**config.mk**
```make
export PLATFORM = sky130hd
export DESIGN_NAME = arrcop_ctrl
export DESIGN_NICKNAME = d
export VERILOG_FILES = /design/src/rtl/arrcop_pkg.sv /design/src/rtl/arrcop_cache.sv /design/src/rtl/arrcop_opcnt.sv /design/src/rtl/arrcop_array.sv /design/src/rtl/arrcop_ctrl.sv
export SDC_FILE = /design/constraint.sdc
export NUM_CORES = 1
export LEC_CHECK = 0
export ABC_CLOCK_PERIOD_IN_PS = 8300
export BUFFER_PORTS_ARGS = -buffer_cell sky130_fd_sc_hd__buf_2
export CAP_MARGIN = 20
export CORE_MARGIN = 3
export CORE_UTILIZATION = 64
export DETAILED_ROUTE_END_ITERATION = 6
export PLACE_DENSITY_LB_ADDON = 0.12
export SYNTH_ARGS = -nofsm -noshare
export SYNTH_HDL_FRONTEND = slang
export SYNTH_SLANG_ARGS = --single-unit
```
**constraint.sdc**
```tcl
create_clock -name clk -period 8.3 [get_ports clk]
set_input_delay 1.66 -clock clk [delete_from_list [all_inputs] [get_ports clk]]
set_output_delay 1.66 -clock clk [all_outputs]
set_load 0.01 [all_outputs]
```
**src/rtl/arrcop_pkg.sv**
```systemverilog
package arrcop_pkg;

  typedef enum logic [1:0] {
    OP_CFG = 2'd0,
    OP_WRA = 2'd1,
    OP_WRB = 2'd2,
    OP_RD  = 2'd3
  } cmd_e;

  typedef enum logic [1:0] {
    ST_IDLE = 2'd0,
    ST_LOAD = 2'd1,
    ST_RUN  = 2'd2,
    ST_DONE = 2'd3
  } st_e;

endpackage

```
**src/rtl/arrcop_cache.sv**
```systemverilog
module arrcop_cache #(
  parameter int NWAY = 4,
  parameter int ID_W = 3,
  localparam int AW = (NWAY > 1) ? $clog2(NWAY) : 1
) (
  input  logic            clk,
  input  logic            rst_n,
  input  logic [ID_W-1:0] lk_id,
  output logic            hit,
  output logic [AW-1:0]   hit_way,
  input  logic            touch_en,
  input  logic [AW-1:0]   touch_way,
  input  logic            inst_en,
  input  logic [ID_W-1:0] inst_id
);

  logic [ID_W-1:0] tag_q [NWAY];
  logic [AW-1:0]   age_q [NWAY];
  logic [NWAY-1:0] vld_q;
  logic [NWAY-1:0] hit_vec;
  logic [NWAY-1:0] old_vec;
  logic [AW-1:0]   victim;
  logic [AW-1:0]   upd_way;
  logic            upd_en;

  for (genvar g = 0; g < NWAY; g++) begin : g_way
    assign hit_vec[g] = vld_q[g] && (tag_q[g] == lk_id);
    assign old_vec[g] = (age_q[g] == AW'(NWAY - 1));
  end

  assign hit = |hit_vec;

  always_comb begin
    hit_way = '0;
    for (int i = 0; i < NWAY; i++)
      if (hit_vec[i]) hit_way = AW'(i);
  end

  // first empty entry, otherwise the oldest
  always_comb begin
    logic found;
    found  = 1'b0;
    victim = '0;
    for (int i = 0; i < NWAY; i++)
      if (!vld_q[i] && !found) begin
        victim = AW'(i);
        found  = 1'b1;
      end
    if (!found)
      for (int i = 0; i < NWAY; i++)
        if (old_vec[i]) victim = AW'(i);
  end

  assign upd_en  = inst_en | touch_en;
  assign upd_way = inst_en ? victim : touch_way;

  always_ff @(posedge clk) begin
    if (!rst_n) begin
      vld_q <= '0;
      for (int i = 0; i < NWAY; i++) begin
        tag_q[i] <= '0;
        age_q[i] <= AW'(i);
      end
    end else begin
      if (inst_en) begin
        tag_q[victim] <= inst_id;
        vld_q[victim] <= 1'b1;
      end
      if (upd_en)
        for (int i = 0; i < NWAY; i++) begin
          if (AW'(i) == upd_way)
            age_q[i] <= '0;
          else if (age_q[i] < age_q[upd_way])
            age_q[i] <= age_q[i] + 1'b1;
        end
    end
  end

  // ages stay a permutation, so exactly one entry is the oldest
  a_r4_one_oldest: assert property (@(posedge clk) disable iff (!rst_n)
    $countones(old_vec) == 1);

  // a name is never cached in two entries
  a_r2_single_hit: assert property (@(posedge clk) disable iff (!rst_n)
    $onehot0(hit_vec));

endmodule

```
**src/rtl/arrcop_opcnt.sv**
```systemverilog
module arrcop_opcnt #(
  parameter int LAT = 5,
  localparam int CW = $clog2(LAT + 1)
) (
  input  logic clk,
  input  logic rst_n,
  input  logic load,
  output logic busy,
  output logic last
);

  logic [CW-1:0] cnt_q;

  always_ff @(posedge clk) begin
    if (!rst_n)
      cnt_q <= '0;
    else if (load)
      cnt_q <= CW'(LAT);
    else if (cnt_q != '0)
      cnt_q <= cnt_q - 1'b1;
  end

  assign busy = (cnt_q != '0);
  assign last = (cnt_q == CW'(1));

  // a start fills the counter with the full run length
  a_r6_load_full: assert property (@(posedge clk) disable iff (!rst_n)
    load |=> (cnt_q == CW'(LAT)));

  // the run counts down one per cycle
  a_r6_count_down: assert property (@(posedge clk) disable iff (!rst_n)
    (busy && !load) |=> (cnt_q == $past(cnt_q) - 1'b1));

endmodule

```
**src/rtl/arrcop_array.sv**
```systemverilog
module arrcop_array #(
  parameter int W    = 16,
  parameter int ID_W = 3
) (
  input  logic            clk,
  input  logic            rst_n,
  input  logic            start,
  input  logic            step_en,
  input  logic [W-1:0]    opa,
  input  logic [W-1:0]    opb,
  input  logic [ID_W-1:0] cfg,
  output logic [W-1:0]    acc
);

  logic [W-1:0]    b_q;
  logic [ID_W-1:0] cfg_q;

  function automatic logic [W-1:0] arr_step(input logic [W-1:0] a_in,
                                            input logic [W-1:0] b_in,
                                            input logic [ID_W-1:0] c_in);
    return a_in + b_in + W'(c_in);
  endfunction

  always_ff @(posedge clk) begin
    if (!rst_n) begin
      acc   <= '0;
      b_q   <= '0;
      cfg_q <= '0;
    end else if (start) begin
      acc   <= opa;
      b_q   <= opb;
      cfg_q <= cfg;
    end else if (step_en) begin
      acc <= arr_step(acc, b_q, cfg_q);
    end
  end

endmodule

```
**src/rtl/arrcop_ctrl.sv**
```systemverilog
module arrcop_ctrl #(
  parameter int W    = 16,
  parameter int ID_W = 3,
  parameter int NWAY = 4,
  parameter int LAT  = 5,
  localparam int AW = (NWAY > 1) ? $clog2(NWAY) : 1
) (
  input  logic            clk,
  input  logic            rst_n,
  input  logic            cmd_valid,
  input  logic [1:0]      cmd_op,
  input  logic [ID_W-1:0] cmd_id,
  input  logic [W-1:0]    cmd_data,
  output logic            stall,
  output logic            rd_valid,
  output logic [W-1:0]    rd_data,
  output logic            cfg_err,
  output logic            ld_req,
  output logic [ID_W-1:0] ld_id,
  input  logic            ld_ack
);
  import arrcop_pkg::*;

  st_e             st_q;
  logic [W-1:0]    opa_q, opb_q;
  logic            ha_q, hb_q, pend_q, res_ok_q;
  logic [ID_W-1:0] res_id_q, ld_id_q;

  logic            c_hit;
  logic [AW-1:0]   c_way;
  logic            start_op, accept, is_cfg, is_rd;
  logic            touch_en, inst_en;
  logic            op_busy, op_last;
  logic [W-1:0]    acc;

  assign is_cfg   = cmd_valid && (cmd_e'(cmd_op) == OP_CFG);
  assign is_rd    = cmd_valid && (cmd_e'(cmd_op) == OP_RD);
  assign start_op = (st_q == ST_IDLE) && ha_q && hb_q && res_ok_q;
  assign stall    = (st_q == ST_LOAD) || (st_q == ST_RUN) ||
                    ((st_q == ST_DONE) && pend_q) || start_op;
  assign accept   = (st_q == ST_IDLE) && cmd_valid && !stall;
  assign touch_en = accept && is_cfg && c_hit;
  assign inst_en  = (st_q == ST_LOAD) && ld_ack;
  assign ld_req   = (st_q == ST_LOAD);
  assign ld_id    = ld_id_q;

  arrcop_cache #(.NWAY(NWAY), .ID_W(ID_W)) u_cache (
    .clk(clk), .rst_n(rst_n), .lk_id(cmd_id), .hit(c_hit), .hit_way(c_way),
    .touch_en(touch_en), .touch_way(c_way), .inst_en(inst_en), .inst_id(ld_id_q)
  );

  arrcop_opcnt #(.LAT(LAT)) u_cnt (
    .clk(clk), .rst_n(rst_n), .load(start_op), .busy(op_busy), .last(op_last)
  );

  arrcop_array #(.W(W), .ID_W(ID_W)) u_arr (
    .clk(clk), .rst_n(rst_n), .start(start_op), .step_en(op_busy),
    .opa(opa_q), .opb(opb_q), .cfg(res_id_q), .acc(acc)
  );

  always_ff @(posedge clk) begin
    if (!rst_n) begin
      st_q     <= ST_IDLE;
      opa_q    <= '0;
      opb_q    <= '0;
      ha_q     <= 1'b0;
      hb_q     <= 1'b0;
      pend_q   <= 1'b0;
      res_ok_q <= 1'b0;
      res_id_q <= '0;
      ld_id_q  <= '0;
      rd_valid <= 1'b0;
      rd_data  <= '0;
      cfg_err  <= 1'b0;
    end else begin
      rd_valid <= 1'b0;
      cfg_err  <= 1'b0;
      unique case (st_q)
        ST_IDLE: begin
          if (start_op) begin
            st_q <= ST_RUN;
            ha_q <= 1'b0;
            hb_q <= 1'b0;
          end else if (accept) begin
            unique case (cmd_e'(cmd_op))
              OP_CFG: begin
                if (c_hit) begin
                  res_ok_q <= 1'b1;
                  res_id_q <= cmd_id;
                end else begin
                  ld_id_q <= cmd_id;
                  st_q    <= ST_LOAD;
                end
              end
              OP_WRA: begin
                opa_q <= cmd_data;
                ha_q  <= 1'b1;
              end
              OP_WRB: begin
                opb_q <= cmd_data;
                hb_q  <= 1'b1;
              end
              default: ;
            endcase
          end
        end
        ST_LOAD: begin
          if (ld_ack) begin
            res_ok_q <= 1'b1;
            res_id_q <= ld_id_q;
            st_q     <= ST_IDLE;
          end
        end
        ST_RUN: begin
          if (is_cfg) cfg_err <= 1'b1;
          if (is_rd)  pend_q  <= 1'b1;
          if (op_last) st_q <= ST_DONE;
        end
        ST_DONE: begin
          if (pend_q || is_rd) begin
            rd_valid <= 1'b1;
            rd_data  <= acc;
            pend_q   <= 1'b0;
            st_q     <= ST_IDLE;
          end
        end
        default: st_q <= ST_IDLE;
      endcase
    end
  end

  // a pending load always holds the processor
  a_r3_load_stalls: assert property (@(posedge clk) disable iff (!rst_n)
    ld_req |-> stall);

  // the acknowledge ends the request
  a_r3_ack_ends_req: assert property (@(posedge clk) disable iff (!rst_n)
    (ld_req && ld_ack) |=> !ld_req);

  // a refused configure never starts a load
  a_r8_err_no_load: assert property (@(posedge clk) disable iff (!rst_n)
    cfg_err |-> !ld_req);

  // the result strobe lasts one cycle
  a_r7_rd_pulse: assert property (@(posedge clk) disable iff (!rst_n)
    rd_valid |=> !rd_valid);

  // the counter only becomes busy after a legal start
  a_r5_start_legal: assert property (@(posedge clk) disable iff (!rst_n)
    $rose(op_busy) |-> $past(start_op));

  // the result is delivered with the processor released
  a_r7_rd_unstalled: assert property (@(posedge clk) disable iff (!rst_n)
    rd_valid |-> !stall);

endmodule

```
Word-level counts from Yosys, hierarchy flattened:

Memories as Yosys holds them, arrays and structs flattened.
Cells that the tools add are included.

* add/subtract/negate cells: 7
* muxes and demuxes: 104
* bitwise logic cells: 13
* equal/unequal tests: 29
* order comparisons: 6
* reductions and logical operators: 53

Operator list (number)
* $mux W1: 63
* $mux W2: 26
* $mux W16: 2
* $mux W3: 8
* $logic_and A1 B1 Y1: 19
* $add A16 B16 Y16: 1
* $add A16 B3 Y16: 1
* $eq A2 B2 Y1 const B: 8
* $eq A3 B3 Y1: 4
* $ne A2 B2 Y1 const B: 6
* $reduce_and A6 Y1: 2
* $reduce_bool A2 Y1: 6
* $ne A3 B3 Y1 const B: 3
* $or A1 B1 Y1: 9
* $reduce_and A3 Y1: 3
* $add A2 B1 Y2 const B: 4
* $lt A2 B2 Y1: 4
* $pmux W2 S4: 1
* $reduce_and A4 Y1: 2
* $logic_not A1 Y1: 6
* $logic_not A2 Y1: 3
* $pmux W3 S2: 1
* $reduce_and A2 Y1: 3
* $reduce_and A5 Y1: 1
* 17 further kinds: 26

* word-level logic and storage cells: 232
* memories kept: 2
* bits of input ports: 25
* flip-flop bits (word level): 104
* bits in writable memories: 20
* output and inout port bits: 23

Memories
* u_cache.tag_q: words 4, width 3, read ports 4, clocked after memory_dff 0, wr ports 4, line arrcop_cache.sv:17 `logic [ID_W-1:0] tag_q [NWAY];`
* u_cache.age_q: words 4, width 2, read ports 5, clocked after memory_dff 0, wr ports 4, line arrcop_cache.sv:18 `logic [AW-1:0] age_q [NWAY];`

Depth between registers and ports, before layout:

An unclocked memory read counts as a cell.

* depth in word-level cells: 23
* depth in mapped cells: 13
* gate-level depth less buffers: 13

Hierarchy:

Synthesis repeated with hierarchy kept, for this count alone.

* cell total of the unflattened synthesis: 763
* area total of the unflattened synthesis: 6785.3 um^2

Modules (own cells, without submodules)
* arrcop_ctrl: cells each 284, area each 2477.4 um^2, instances 1
* arrcop_array: cells each 268, area each 2337.2 um^2, instances 1
* arrcop_cache: cells each 192, area each 1773.0 um^2, instances 1
* arrcop_opcnt: cells each 19, area each 197.7 um^2, instances 1

Least setup slack after synthesis:

Ideal clock, no wire load.

* path kind: in2reg
* start: input cmd_id[1]
* end: memory u_cache.age_q[3][1] in the netlist's numbering, data pin
* arrival: 3.347 ns
* cell stages on the path: 8
* setup time: 0.256 ns
* setup slack: 4.697 ns
* required time: 8.044 ns
* cell sequence: buf_6 > xnor2_1 > and4_4 > o211ai_2 > o21ai_4 > mux2_2 > or4_1 > o211a_1

RTL lines
* from (decl): line arrcop_ctrl.sv:12 `input logic [ID_W-1:0] cmd_id,`
* to (decl): line arrcop_cache.sv:18

==> flow_metrics.tcl <==
set metrics [dict create \
    outcome "completed" \
    nets 821 \
    dp.cells 868 \
    maxCapViolCount 0 \
    hold_path_end "rd_data[6]" \
    report.final.slew_viol_count 0 \
    grt_pass1_vias 5276 \
    syn_to_final_growth_pct 13.2 \
    grt_overflow 0 \
    fillers 733 \
    dpl_worst_slack_ns 4.29 \
    cts.sinks 124 \
    initial_core_util_pct 65.9 \
    cts_root_buf "clkbuf_8" \
    ys_warn_count 0 \
    netlist_instances 720 \
    clock_skew_ns 0.00930 \
    antenna_found_initial 0 \
    detail_route.wl_per_cell_microns 16.7 \
    cts.repair.resized 0 \
    grt_pass1_wl_mm 24.9 \
    ys_async_sr_fraction_pct 0 \
    critPathKind "input pin to flip-flop" \
    clkTransAtPathRegs_ns 0.06 \
    ys_seq_elements 124 \
    io_buffers 47 \
    arrival_ns 3.77 \
    drc 0 \
    clk_latency_ns 0.52 \
    grt_max_degree 96 \
    hold_violations 0 \
    io_pins 48 \
    vdd_ir_drop_max_mv 0.215 \
    hpwl_mm 10.2 \
    timing.final.ws_setup_ns 4.78 \
    cts_buffers 17 \
    mostFrequentLayoutCell "dfxtp_1" \
    drive_above_1_share_pct 13.3 \
    cts_tree "done" \
    hp-class "flip-flop to flip-flop" \
    worst_pin_slew_ns 0.961 \
    mostFrequentLayoutCells "dfxtp_1, nand2_1, a21oi_1" \
    hold_start "rd_data[6]" \
    worstHoldPathCells 2 \
    post_cts_buffers 0 \
    rows 36 \
    rrSetupSlack_ns 5.20 \
    routed_wl_mm 15.0 \
    vias 5395 \
    core_sq_mm 0.00982 \
    synth_edf_count 20 \
    crit_fanout 14 \
    max_freq_ghz 0.284 \
    grt.total_usage_pct 27.5 \
    routabilityCongestion 0.954 \
    setup.worst_path.start_class "input pin" \
    syn_area_sq_mm 0.00647 \
    p_leak_uw 0.00319 \
    slew_headroom_pct 35.9 \
    reg2reg_to "u_arr.acc[15]" \
    multi_input_area_sq_mm 0.00351 \
    antenna_left 0 \
    seqCellArea_sq_mm 0.00268 \
    drt-pass1-iter-count 5 \
    fin_cells 899 \
    r2r-start "u_arr.acc[0]" \
    fin_setup_tns_ns 0 \
    ys.flop_type "dfxtp_1" \
    cts_buffer_depth 2 \
    fin_crit_sh_pct 42.5 \
    vias_per_cell 6.00 \
    synth_cell_types 71 \
    ys_seq_area_share_pct 41.4 \
    worst_setup_path_end_kind "flip-flop" \
    die_area_sq_mm 0.0114 \
    drtIter0Drc 349 \
    die_w_microns 107 \
    holdBufCountCts 0 \
    fin_total_pwr_uw 1700 \
    rsz0062_at_grt "false" \
    finalCriticalPeriod_ns 3.52 \
    avgSynthCellArea_sq_um 8.99 \
    die_h_microns 107 \
    setup_viol 0 \
    n_antenna_cell 0 \
    required_ns 8.55 \
    htreeDepth 4 \
    r2r_cells 13 \
    power_density_mw_per_mm2 232 \
    syn_nets 786 \
]
-- state kept, by name, indices dropped and copies added, names as in the netlist, 3 cells and up --
signal,count
opa_q,16
opb_q,16
rd_data,16
u_arr.acc,16
u_arr.b_q,16
u_cache.tag_q,12
u_cache.age_q,8
u_cache.vld_q,4
ld_id,3
res_id_q,3
u_arr.cfg_q,3
u_cnt.cnt_q,3
-- power by group --
part | switching (uW) | internal [uW]
Sequential | 34.3 | 654
Clock | 253 | 455
Combinational | 189 | 111
-- cell families after synthesis --
group / share of synthesized area (%)
compound gates: 16.4
xor+xnor: 3.32
fa+ha+maj: 8.54
buf+inv: 4.33
flops: 41.4
mux: 7.19
simple gates: 18.8
-- per-stage QoR --
step / util (%) / hold slack (ns) / instance area [sq um]
6_report: 74.6 / 0.451 / 7330
5_1_grt: 74.6 / 0.474 / 7330
4_1_cts: 74.5 / 0.453 / 7310
3_5_place_dp: 68.7 / 0.445 / 6750
3_3_place_gp: 68.7 / 0.441 / 6750
2_1_floorplan: - / 0.432 / 6470
-- worst max path at each step --
stage	from	end	slack (ns)
3_5_place_dp	cmd_id[0]	u_cache.age_q[2][0]	4.29
6_report	cmd_id[2]	u_cache.age_q[2][0]	4.78
5_1_grt	cmd_id[2]	u_cache.age_q[2][0]	4.66
4_1_cts	cmd_id[2]	u_cache.age_q[2][0]	4.82
3_3_place_gp	cmd_id[0]	u_cache.age_q[2][0]	4.42
2_1_floorplan	cmd_id[1]	u_cache.age_q[3][1]	4.70
-- per-layer routing --
| layer | track usage, % | up-vias | part of all wire, % | wire (microns) |
|---|---|---|---|---|
| met3 | 6.62 | 24 | 7.0 | 1050 |
| met2 | 44.2 | 197 | 47 | 7050 |
| met5 | 0 | - | 0 | 0 |
| met1 | 36.6 | 2576 | 44 | 6650 |
| met4 | 9.04 | 0 | 1.4 | 217 |
| li1 | - | 2598 | - | - |
-- cells in the mapped netlist (all sizes together) (4+ instances only) --
cell,count,share of area (%)
dfxtp,104,32
nand2,104,6.1
a21oi,71,5.5
nor2,66,3.8
mux2i,45,7.0
ha,37,7.2
clkbuf,29,1.7
inv,26,1.5
o21ai,26,2.2
edfxtp,20,9.3
xnor2,18,2.8
and2,12,1.2
nand2b,11,1.1
nor2b,11,1.2
nor3,11,0.85
a211oi,10,1.2
a31oi,10,0.97
buf,10,1.1
and3,8,0.77
o211ai,8,1.2
a311oi,7,0.95
nand3,6,0.46
nand4,6,0.81
o2111ai,6,0.81
fa,4,1.2
nand4b,4,0.54
xor2,4,0.54
-- worst max-delay path, stage by stage --
cell      delay, ns
buf_2          0.16
xnor2_2        0.22
nand4_4        0.19
o211ai_4       0.43
mux2i_1        0.36
mux2i_2        0.19
maj3_1         0.39
nor4b_2        0.17
-- final cells by class --
type,count,area share [%]
multi-input cells,530,47.9
clock buffers,23,6.52
inverters,27,1.38
well taps,133,2.27
clock inverters,7,1.18
repair buffers,55,4.13
flip-flops and latches,124,36.6
Power figures use the tool's default switching activity.
